===== src/rtl/amr_pkg.sv =====
package amr_pkg;

    typedef enum logic [1:0] {
        TGT_NONE = 2'd0,
        TGT_AMR  = 2'd1,
        TGT_MASK = 2'd2
    } tgt_e;

    typedef struct packed {
        logic hit;
        logic illegal;
        tgt_e tgt;
        logic masked;
    } dec_t;

endpackage


===== src/rtl/amr_decode.sv =====
module amr_decode
    import amr_pkg::*;
#(
    parameter int NUM_W    = 10,
    parameter int NUM_USER = 13,
    parameter int NUM_PRIV = 29,
    parameter int NUM_MASK = 157
) (
    input  logic [NUM_W-1:0] num,
    input  logic             user,
    output dec_t             dec
);

    localparam logic [NUM_W-1:0] N_USER = NUM_W'(NUM_USER);
    localparam logic [NUM_W-1:0] N_PRIV = NUM_W'(NUM_PRIV);
    localparam logic [NUM_W-1:0] N_MASK = NUM_W'(NUM_MASK);

    always_comb begin
        dec = '{hit: 1'b0, illegal: 1'b0, tgt: TGT_NONE, masked: 1'b0};
        if (num == N_USER) begin
            dec.hit    = 1'b1;
            dec.tgt    = TGT_AMR;
            dec.masked = user;
        end else if (num == N_PRIV || num == N_MASK) begin
            dec.hit = 1'b1;
            if (user) begin
                dec.illegal = 1'b1;
            end else begin
                dec.tgt = (num == N_PRIV) ? TGT_AMR : TGT_MASK;
            end
        end
    end

endmodule


===== src/rtl/amr_regs.sv =====
module amr_regs #(
    parameter int DATA_W = 64
) (
    input  logic              clk,
    input  logic              rst_n,
    input  logic              wr_amr,
    input  logic              wr_mask,
    input  logic              masked,
    input  logic [DATA_W-1:0] wdata,
    output logic [DATA_W-1:0] amr_q,
    output logic [DATA_W-1:0] mask_q
);

    typedef struct packed {
        logic [DATA_W-1:0] amr;
        logic [DATA_W-1:0] mask;
    } state_t;

    state_t st_d, st_q;

    always_comb begin
        st_d = st_q;
        if (wr_amr) begin
            st_d.amr = masked ? (wdata & st_q.mask) : wdata;
        end
        if (wr_mask) begin
            st_d.mask = wdata;
        end
    end

    always_ff @(posedge clk or negedge rst_n) begin
        if (!rst_n) begin
            st_q <= '0;
        end else begin
            st_q <= st_d;
        end
    end

    assign amr_q  = st_q.amr;
    assign mask_q = st_q.mask;

    assert_priv_write_full_R4: assert property (@(posedge clk) disable iff (!rst_n)
        (wr_amr && !masked) |=> amr_q == $past(wdata));

    assert_user_write_masked_R3: assert property (@(posedge clk) disable iff (!rst_n)
        (wr_amr && masked) |=> amr_q == ($past(wdata) & $past(mask_q)));

    assert_amr_hold_R8: assert property (@(posedge clk) disable iff (!rst_n)
        !wr_amr |=> $stable(amr_q));

    assert_mask_hold_R6: assert property (@(posedge clk) disable iff (!rst_n)
        !wr_mask |=> $stable(mask_q));

    assert_reset_zero_R1: assert property (@(posedge clk)
        !rst_n |=> (amr_q == '0 && mask_q == '0));

endmodule


===== src/rtl/amr_spr_unit.sv =====
module amr_spr_unit
    import amr_pkg::*;
#(
    parameter int DATA_W   = 64,
    parameter int NUM_W    = 10,
    parameter int NUM_USER = 13,
    parameter int NUM_PRIV = 29,
    parameter int NUM_MASK = 157
) (
    input  logic              clk,
    input  logic              rst_n,
    input  logic              req_valid,
    input  logic              req_write,
    input  logic              req_user,
    input  logic [NUM_W-1:0]  req_num,
    input  logic [DATA_W-1:0] req_wdata,
    output logic [DATA_W-1:0] rsp_rdata,
    output logic              rsp_hit,
    output logic              rsp_illegal,
    output logic [DATA_W-1:0] amr_value
);

    dec_t              dec;
    logic              wr_amr, wr_mask, rd_ok;
    logic [DATA_W-1:0] amr_q, mask_q;

    amr_decode #(
        .NUM_W   (NUM_W),
        .NUM_USER(NUM_USER),
        .NUM_PRIV(NUM_PRIV),
        .NUM_MASK(NUM_MASK)
    ) u_decode (
        .num (req_num),
        .user(req_user),
        .dec (dec)
    );

    always_comb begin
        wr_amr      = req_valid && req_write && dec.tgt == TGT_AMR;
        wr_mask     = req_valid && req_write && dec.tgt == TGT_MASK;
        rd_ok       = req_valid && !req_write && dec.tgt != TGT_NONE;
        rsp_hit     = req_valid && dec.hit;
        rsp_illegal = req_valid && dec.illegal;
        rsp_rdata   = '0;
        if (rd_ok) begin
            rsp_rdata = (dec.tgt == TGT_MASK) ? mask_q : amr_q;
        end
    end

    amr_regs #(
        .DATA_W(DATA_W)
    ) u_regs (
        .clk    (clk),
        .rst_n  (rst_n),
        .wr_amr (wr_amr),
        .wr_mask(wr_mask),
        .masked (dec.masked),
        .wdata  (req_wdata),
        .amr_q  (amr_q),
        .mask_q (mask_q)
    );

    assign amr_value = amr_q;

    assert_illegal_no_state_R7: assert property (@(posedge clk) disable iff (!rst_n)
        rsp_illegal |=> ($stable(amr_value) && $stable(mask_q)));

    assert_illegal_no_data_R7: assert property (@(posedge clk) disable iff (!rst_n)
        rsp_illegal |-> (rsp_rdata == '0 && rsp_hit));

    assert_unmapped_quiet_R9: assert property (@(posedge clk) disable iff (!rst_n)
        !rsp_hit |-> (rsp_rdata == '0 && !rsp_illegal));

    assert_single_target_R6: assert property (@(posedge clk) disable iff (!rst_n)
        $onehot0({wr_amr, wr_mask, rsp_illegal}));

endmodule


===== config.mk =====
export PLATFORM = sky130hd
export DESIGN_NAME = amr_spr_unit
export DESIGN_NICKNAME = d
export VERILOG_FILES = /design/src/rtl/amr_pkg.sv /design/src/rtl/amr_decode.sv /design/src/rtl/amr_regs.sv /design/src/rtl/amr_spr_unit.sv
export SDC_FILE = /design/constraint.sdc
export NUM_CORES = 1
export LEC_CHECK = 0
export BUFFER_PORTS_ARGS = -buffer_cell sky130_fd_sc_hd__buf_4
export CAP_MARGIN = 0
export CORE_ASPECT_RATIO = 1.75
export CORE_MARGIN = 2
export CORE_UTILIZATION = 40
export CTS_CLUSTER_DIAMETER = 80
export DETAILED_ROUTE_END_ITERATION = 16
export HOLD_SLACK_MARGIN = 0.06
export PLACE_DENSITY = 0.65
export RECOVER_POWER = 100
export SLEW_MARGIN = 25
export SYNTH_ARGS = -nofsm -noshare
export SYNTH_HDL_FRONTEND = slang
export SYNTH_SLANG_ARGS = --single-unit

===== constraint.sdc =====
create_clock -name clk -period 5.2 [get_ports clk]
set_clock_uncertainty 0.1 [all_clocks]
set_input_delay 0.78 -clock clk [delete_from_list [all_inputs] [get_ports clk]]
set_output_delay 0.78 -clock clk [all_outputs]
set_load 0.05 [all_outputs]

Word level (Yosys, flattened, before mapping)
Cells that the tools add are included.
{"block": "op_classes", "addsub": 0, "mul": 0, "div": 0, "order_cmp": 0, "n_eq_ne": 5, "shift": 0, "muxes": 11, "n_bitwise": 1, "n_reduce_logical": 10}
{"op": "2-to-1 mux 64 bit", "count": 3}
{"op": "AND 64 bit", "count": 1}
{"op": "equality test 10 x 4 -> 1 bit (second input constant)", "count": 1}
{"op": "equality test 10 x 5 -> 1 bit (second input constant)", "count": 1}
{"op": "equality test 10 x 8 -> 1 bit (second input constant)", "count": 1}
{"op": "logical AND 1 bit", "count": 7}
{"op": "2-to-1 mux 2 bit", "count": 3}
{"op": "2-to-1 mux 1 bit", "count": 4}
{"op": "2-to-1 mux 4 bit", "count": 1}
{"op": "equality test 2 x 1 -> 1 bit (second input constant)", "count": 1}
{"op": "equality test 2 bit (second input constant)", "count": 1}
{"op": "nonzero test 2 bit", "count": 1}
{"op": "logical NOT 1 bit", "count": 1}
{"op": "logical OR 1 bit", "count": 1}
{"block": "totals", "regBits": 128, "latch_bits": 0, "ramBits": 0, "rom_bits": 0, "in_bits": 79, "out_inout_bits": 130, "wordCells": 29, "memories": 0}

Logic depth before layout (Yosys ltp)
Gate-level depths: netlist of run 1.
{"block": "logic_depth", "depth_word": 8, "mapped_depth": 5}

Hierarchy
From an unflattened synthesis of run 1, not the netlist that was laid out.
{"block": "hier_totals", "cells_unflattened": 713, "area_unflattened_um2": 7033.0}
{"module": "amr_regs", "instances": 1, "cells_per_inst": 476, "area_per_inst_um2": 5666.7, "seq_area_each_um2": 3203.1}
{"module": "amr_spr_unit", "instances": 1, "cells_per_inst": 226, "area_per_inst_um2": 1271.2, "seq_area_each_um2": 0.0}
{"module": "amr_decode", "instances": 1, "cells_per_inst": 11, "area_per_inst_um2": 95.1, "seq_area_each_um2": 0.0}

Worst setup path before layout of run 1
OpenSTA, ideal clock, no wires.
{"block": "synth_timing", "kind": "input -> output", "start": "input req_num[6]", "end": "output rsp_rdata[23]", "arrival_time_ps": 2828, "path_slack_ps": 1492, "stages": 5, "path_cell_list": "or4b_4 > or3_1 > clkbuf_1 > buf_1 > nor2_1"}
{"block": "synth_via", "elab_chain_cells": 8, "word_cells_on_any_way": 13, "classes_between": "eq/ne: 4; mux: 6; reduce/logical: 3"}
{"item": "start: declaration", "line": "amr_spr_unit.sv:15", "rtl": "input logic [NUM_W-1:0] req_num,"}
{"item": "equality test 10 x 5 -> 1 bit", "line": "amr_decode.sv:24, amr_decode.sv:29"}
{"item": "2-to-1 mux 2 bit", "line": "amr_decode.sv:29", "rtl": "dec.tgt = (num == N_PRIV) ? TGT_AMR : TGT_MASK;"}
{"item": "2-to-1 mux 2 bit", "line": "amr_decode.sv:26", "rtl": "if (user) begin"}
{"item": "2-to-1 mux 4 bit", "line": "amr_decode.sv:24", "rtl": "end else if (num == N_PRIV || num == N_MASK) begin"}
{"item": "2-to-1 mux 2 bit *", "line": "amr_decode.sv:20", "rtl": "if (num == N_USER) begin"}
{"item": "equality test 2 bit / nonzero test 2 bit (equally long branches)", "line": "amr_spr_unit.sv:46, amr_spr_unit.sv:41"}
{"item": "2-to-1 mux 64 bit / logical AND 1 bit (equally long branches)", "line": "amr_spr_unit.sv:46, amr_spr_unit.sv:41"}
{"item": "2-to-1 mux 64 bit *", "line": "amr_spr_unit.sv:45", "rtl": "if (rd_ok) begin"}
{"item": "end: declaration", "line": "amr_spr_unit.sv:17", "rtl": "output logic [DATA_W-1:0] rsp_rdata,"}
Mark *: on every way between the ends. The rest lies on a longest branch, timed or not.

Worst setup path in the final report of run 1
{"block": "layout_timing", "start": "input req_num[6]", "end": "output rsp_rdata[8]"}
Same word-level chain as after synthesis.

==> qor.csv, run 1 <==
metric,value,unit
ys_types,25,
fin_cells,961,
powerDensity,313,mW/mm2
endpoint,rsp_rdata[8],
r2r-start,u_regs.mask_q[33]$_DFFE_PN0P_,
cp_max_fo,38,
dr.max_layer_used,met4,
worstSkewPairLatency,410,ps
dr.pass1.iters,4,
leakage,3.82,nW
relSlewSlack,-0.523,
synth_area_leaders,"dfrtp_1 (52%), mux2_2 (11%), mux2i_1 (10%)",
cts_sinks,128,
setup_violations,0,
finalCriticalPeriod,4390,ps
critical-path-slowest-cell,or3_1,
most-common-layout-cells,"dfrtp_1 (128), buf_4 (119), clkbuf_1 (92)",
crit_family,simple AND/OR/NAND/NOR gates,
p_total,2.56,mW
wl_met2,9.34,mm
via_count,5147,
dp.cells,930,
die_x,97.9,um
grt_usage,0.215,
worstSetupStartpointType,input pin,
io_buffers,208,
max-cap-violations,3,
drt_drc_violations_left,0,
max_freq,0.228,GHz
top_level_ports,209,
hold_buffers,0,
cts.clk_slew.worst_paths,60,ps
first_global_vias,5490,
grt_max_degree,65,
ys_ff_latch,128,
postCtsResizedCells,0,
antenna_found_initial,0,
mostFrequentLayoutCell,dfrtp_1,
synth_top_cell_area_share,0.519,
timing.hold.ws,406,ps
cp-end-kind,primary output,
initial_core_util,0.405,
hp-class,register to register,
place_area,0.00787,mm2
avgViaCountPerCell,5.36,
required,4320,ps
ctsHtreeMaxLevel,4,
clockBufferDepth,2,
avgRoutedWirePerCell,18.1,um
post_cts_buffers,0,
ant_nets,0,
dieArea,0.0165,mm2
critical_path_class,input pin to primary output,
ir_worst_vdd,0.000186,V
syn_area,0.00617,mm2
slowest_delay,860,ps
m1WireLength,6.70,mm
rsz0062_at_grt,no,
stdcell_area,0.00818,mm2
r2r-end,u_regs.amr_q[33]$_DFFE_PN0P_,
synth_top_cell_by_area,dfrtp_1,
clockRootBuffer,clkbuf_16,
route.met3.wl,834,um
ff2ff_path_depth,2,
cp_cell_sequence,"clkbuf_4, or4b_1, or3_1, clkbuf_2, nor2_1, buf_4",
cp.depth,6,
finalHoldViolCount,0,
area_delta_synth_final,32.4,%
ys_warn_count,0,
syn_nets,647,
grt_pass1_wl,28.1,mm
die_h,168,um
drtIter0Drc,243,
row_count,60,
startpoint,req_num[6],
critPathArrivalTime,3510,ps
min_period_over_period,0.843,
cts_tree,done,
fin_tns_setup,0,ps
place_congestion,0.787,
tightest_slew,2280,ps
slew_viol_final,164,
hpwl,11.4,mm
syn_inst,568,
routed_wl,17.4,mm
violations,"max-capacitance violations, max-slew violations",
drive_gt1_frac,0.283,
rrSetupSlack,4200,ps
core,0.0152,mm2
synth_area_per_cell,10.9,um2
yosysSeqAreaShare,0.519,
grt_overflow,0,
final_nets,842,
diodes,0,
critPathBufInv,3,
status,"finished, violations left",
cts_made_buffers,17,
[cell usage after synthesis, drive strengths merged]
library cell / instances
nor4: 2
a211oi: 1
nand3: 1
mux2: 64
buf: 16
inv: 65
a21oi: 1
a22oi: 64
or3b: 1
dfrtp: 128
nand3b: 1
a21o: 1
nor2: 65
nor4bb: 1
mux2i: 64
clkbuf: 24
nand2: 2
or4b: 2
or3: 1
o21ai: 64
[worst reg2reg max path: cells and delay by family, from the launching register on]
kind           cells  cell delay [ps]
AO/OA/AOI/OAI      1              200
flip-flops         1              400
multiplexers       1              100
[state kept, by name, indices dropped and copies added (netlist names)]
register       count
u_regs.amr_q      64
u_regs.mask_q     64
[how the worst min path moves through the flow]
stage,to,cells after the start,startpoint,slack [ps]
3_5_place_dp,u_regs.mask_q[50]$_DFFE_PN0P_,1,u_regs.mask_q[50]$_DFFE_PN0P_,400
6_report,u_regs.mask_q[50]$_DFFE_PN0P_,1,u_regs.mask_q[50]$_DFFE_PN0P_,410
5_1_grt,u_regs.mask_q[10]$_DFFE_PN0P_,1,u_regs.mask_q[10]$_DFFE_PN0P_,440
4_1_cts,u_regs.mask_q[35]$_DFFE_PN0P_,1,rst_n,210
2_1_floorplan,u_regs.amr_q[0]$_DFFE_PN0P_,0,rst_n,380
3_3_place_gp,u_regs.mask_q[13]$_DFFE_PN0P_,1,u_regs.mask_q[13]$_DFFE_PN0P_,390
[routing by layer]
layer  up-vias  GRT usage
li1       2362          -
met1      2591      0.244
met2       164      0.378
met5         -          0
met3        30     0.0506
met4         0     0.0990
[power breakdown]
part	switching [mW]	internal [mW]
clock	0.442	0.927
sequential	0.00714	1.01
combinational	0.104	0.0712
total	0.553	2.00
[per-stage QoR]
stage	utilization	setup slack [ps]
after floorplan	-	1490
after global placement	0.517	1300
after detailed placement	0.517	1260
after CTS	0.561	1260
after global routing	0.536	613
final	0.536	815
[cell type report]
class	instances	area, um2
Clock inverter	12	230
Timing Repair Buffer	216	1270
Inverter	65	244
Tap cell	186	233
Sequential cell	128	3200
Multi-Input combinational cell	335	2550
Fill cell	1461	7060
Clock buffer	19	453
[logic make-up (layout without fill, tap and decap cells)]
logic type,count (synthesis),after routing,share of synthesized area
buf+inv,105,312,0.0726
simple gates,76,76,0.0551
mux,128,128,0.221
compound gates,131,131,0.133
flops,128,128,0.519
Note: power is estimated with default switching activity, not from simulation.
==> run 2: changes to the inputs <==
- ABC_AREA: unset -> 1
- PLACE_DENSITY: 0.65 -> 0.63
- clock period: 5.2 -> 4.2 ns (I/O delays scaled with it)
==> run 2 against run 1 <==
Sequential cell count is the same. Hold slack got worse by 82 ps. Via count increased by 37%. Wire length grew 23%. Synthesized cell count up 77%. Register-to-register slack lost 940 ps. Synthesized area grew 14%. Die area grew 14%. Non-clock buffer count increased by 8. The flow still finishes with violations (max-capacitance violations, max-slew violations). Clock-buffer cell count shrank 1. Utilization is 3.6 points lower. First-iteration DRC count is 43% higher.
==> qor.csv, run 2 <==
metric,value,unit,change
status,"finished, violations left",,
violations,"max-capacitance violations, max-slew violations",,
cp-end-kind,primary output,,
avgViaCountPerCell,4.94,,-7.7%
hpwl,13.5,mm,+19%
cts_tree,done,,
leakage,4.24,nW,+11%
dr.pass1.iters,4,,unchanged
pwr-share-seq,0.440,,+0.044
grt_pass1_wl,35.6,mm,+27%
worstHoldPathCells,3,,+2
max-cap-violations,2,,-1
relSlewSlack,-0.0859,,+0.437
synth_top_cell_by_area,dfrtp_1,,
routed_wl,21.4,mm,+23%
postCtsResizedCells,0,,unchanged
drt_drc_violations_left,0,,unchanged
slew_viol_final,91,,-45%
critPathArrivalTime,2900,ps,-610 ps
multiInputGateArea,0.00289,mm2,+13%
antenna_found_initial,0,,unchanged
async_flop_share,1.00,,unchanged
endpoint,rsp_rdata[21],,
grt_overflow,0,,unchanged
switching_share,0.247,,+0.0309
yosysSeqAreaShare,0.455,,-0.0642
dp.cells,1390,,+49%
p_clk_frac,0.499,,-0.037
powerDensity,328,mW/mm2,+4.9%
cp_max_fo,40,,+5.3%
core,0.0174,mm2,+14%
cts.clk_slew.worst_paths,60,ps,about the same
syn_nets,1083,,+67%
mostFrequentLayoutCell,nand2_1,,
io_buffers,208,,unchanged
p_comb_frac,0.061,,-0.008
ff2ff_path_depth,4,,+2
power_switching,0.705,mW,+27%
drtIter0Drc,347,,+43%
first_global_vias,7126,,+30%
fillers,1922,,+32%
rsz0062_at_grt,no,,
ir_worst_vdd,0.000203,V,+9.3%
final_nets,1259,,+50%
ys_warn_count,0,,unchanged
drive_gt1_frac,0.110,,-0.173
setup_violations,0,,unchanged
synth_ff_type,dfrtp_1,,
synth_top_cell_area_share,0.455,,-0.0642
avgRoutedWirePerCell,15.0,um,-17%
p_int,2.15,mW,+7.1%
diodes,0,,unchanged
fin_tns_setup,0,ps,unchanged
min_period_over_period,0.864,,
syn_area,0.00705,mm2,+14%
min-delay-start,req_wdata[7],,
most-common-layout-cells,"nand2_1 (394), inv_1 (134), clkbuf_1 (132)",,
r2r-end,u_regs.amr_q[50]$_DFFE_PN0P_,,
die_h,180,um,+6.7%
synth_area_leaders,"dfrtp_1 (45%), nand2_1 (21%), inv_1 (7.2%)",,
via_count,7039,,+37%
syn_inst,1004,,+77%
max_freq,0.276,GHz,
required,3470,ps,-850 ps
fin_cells,1424,,+48%
die_x,104,um,+6.6%
ctsHtreeMaxLevel,4,,unchanged
yosysMostFrequentCell,nand2_1,,
dieArea,0.0187,mm2,+14%
grt_usage,0.237,,+0.0219
row_count,64,,+6.7%
ys_ff_latch,128,,unchanged
r2r-start,u_regs.mask_q[50]$_DFFE_PN0P_,,
top_level_ports,209,,unchanged
worstSetupStartpointType,input pin,,
rrSetupSlack,3260,ps,-940 ps
place_congestion,0.816,,+3.6%
ant_nets,0,,unchanged
synth_area_per_cell,7.02,um2,-35%
clockRootBuffer,clkbuf_16,,
cts_sinks,128,,unchanged
tightest_slew,1630,ps,-655 ps
finalHoldViolCount,0,,unchanged
worstSkewPairLatency,420,ps,about the same
startpoint,req_user,,
regArea,0.00320,mm2,unchanged
clockBufferDepth,2,,unchanged
ys_top_cells_by_count,"nand2_1 (395), inv_1 (135), dfrtp_1 (128)",,
cts_made_buffers,17,,unchanged
finalCriticalPeriod,3630,ps,
initial_core_util,0.405,,about the same
ys_types,19,,-24%
critical_path_class,input pin to primary output,,
area_delta_synth_final,23.4,%,
grt_max_degree,98,,+51%
synth-edff-count,0,,unchanged
hp-class,input pin to register,,
run 2: changes by cell type after synthesis, moves of 20 or more:
cell	delta
o21ai_1	+50
a22oi_1	-64
buf_4	+20
o21ai_0	-60
nand3_1	+67
mux2i_1	-64
inv_1	+70
mux2_2	-59
nand2_1	+393
nand4_1	+65
run 2: metrics by stage:
stage	worst slack (ps)	total power, mW	hold slack, ps	utilization	instance area, um2
floorplan	949	1.34	234	-	7050
detailed placement	862	1.46	393	0.497	8640
global route	320	2.96	320	0.500	8690
global placement	885	1.46	388	0.497	8640
finish	571	2.85	324	0.500	8690
CTS	859	2.89	256	0.530	9210
run 2: layer usage:
| layer | wire (um) | share of wire | global-route usage | up-vias |
|---|---|---|---|---|
| li1 | - | - | - | 3453 |
| met1 | 8560 | 0.40 | 0.274 | 3318 |
| met2 | 11100 | 0.52 | 0.424 | 224 |
| met3 | 916 | 0.043 | 0.0392 | 44 |
| met4 | 760 | 0.036 | 0.103 | 0 |
| met5 | 0 | 0 | 0 | - |
run 2: cells by family (layout without fill, tap and decap cells):
logic type,count (synthesis),in the layout,share of synthesized area
compound gates,66,66,0.0526
buf+inv,204,393,0.131
flops,128,128,0.455
simple gates,606,606,0.361
run 2: worst min-delay path by stage:
stage | end | slack, ps
floorplan | u_regs.amr_q[0]$_DFFE_PN0P_ | 230
detailed placement | u_regs.amr_q[52]$_DFFE_PN0P_ | 390
global route | u_regs.mask_q[9]$_DFFE_PN0P_ | 320
CTS | u_regs.amr_q[54]$_DFFE_PN0P_ | 260
global placement | u_regs.amr_q[47]$_DFFE_PN0P_ | 390
finish | u_regs.mask_q[7]$_DFFE_PN0P_ | 320
run 2: power groups by stage:
stage	combinational (mW)	clock (mW)	sequential, mW
2_1_floorplan	0.0349	0	1.30
3_3_place_gp	0.182	0	1.28
3_5_place_dp	0.183	0	1.28
4_1_cts	0.183	1.45	1.25
5_1_grt	0.193	1.51	1.26
6_report	0.175	1.42	1.25
run 2: layout make-up:
cell class / count / share of cell area
Clock buffer: 18 / 0.0505
Multi-Input combinational cell: 672 / 0.332
Sequential cell: 128 / 0.368
Clock inverter: 14 / 0.0151
Tap cell: 231 / 0.0332
Timing Repair Buffer: 224 / 0.142
Inverter: 137 / 0.0591
run 2: critical path, stage by stage:
cell	delay [ps]
clkbuf_1	110
inv_2	480
nand3_1	190
nand2_1	110
nand2_2	310
buf_4	410
nor2_1	150
clkbuf_1	480
run 2: what timing repair did:
action / CTS / global route
setup buffers: 0 / 0
endpoints found under the hold margin: 0 / 24
hold buffers: 0 / 1
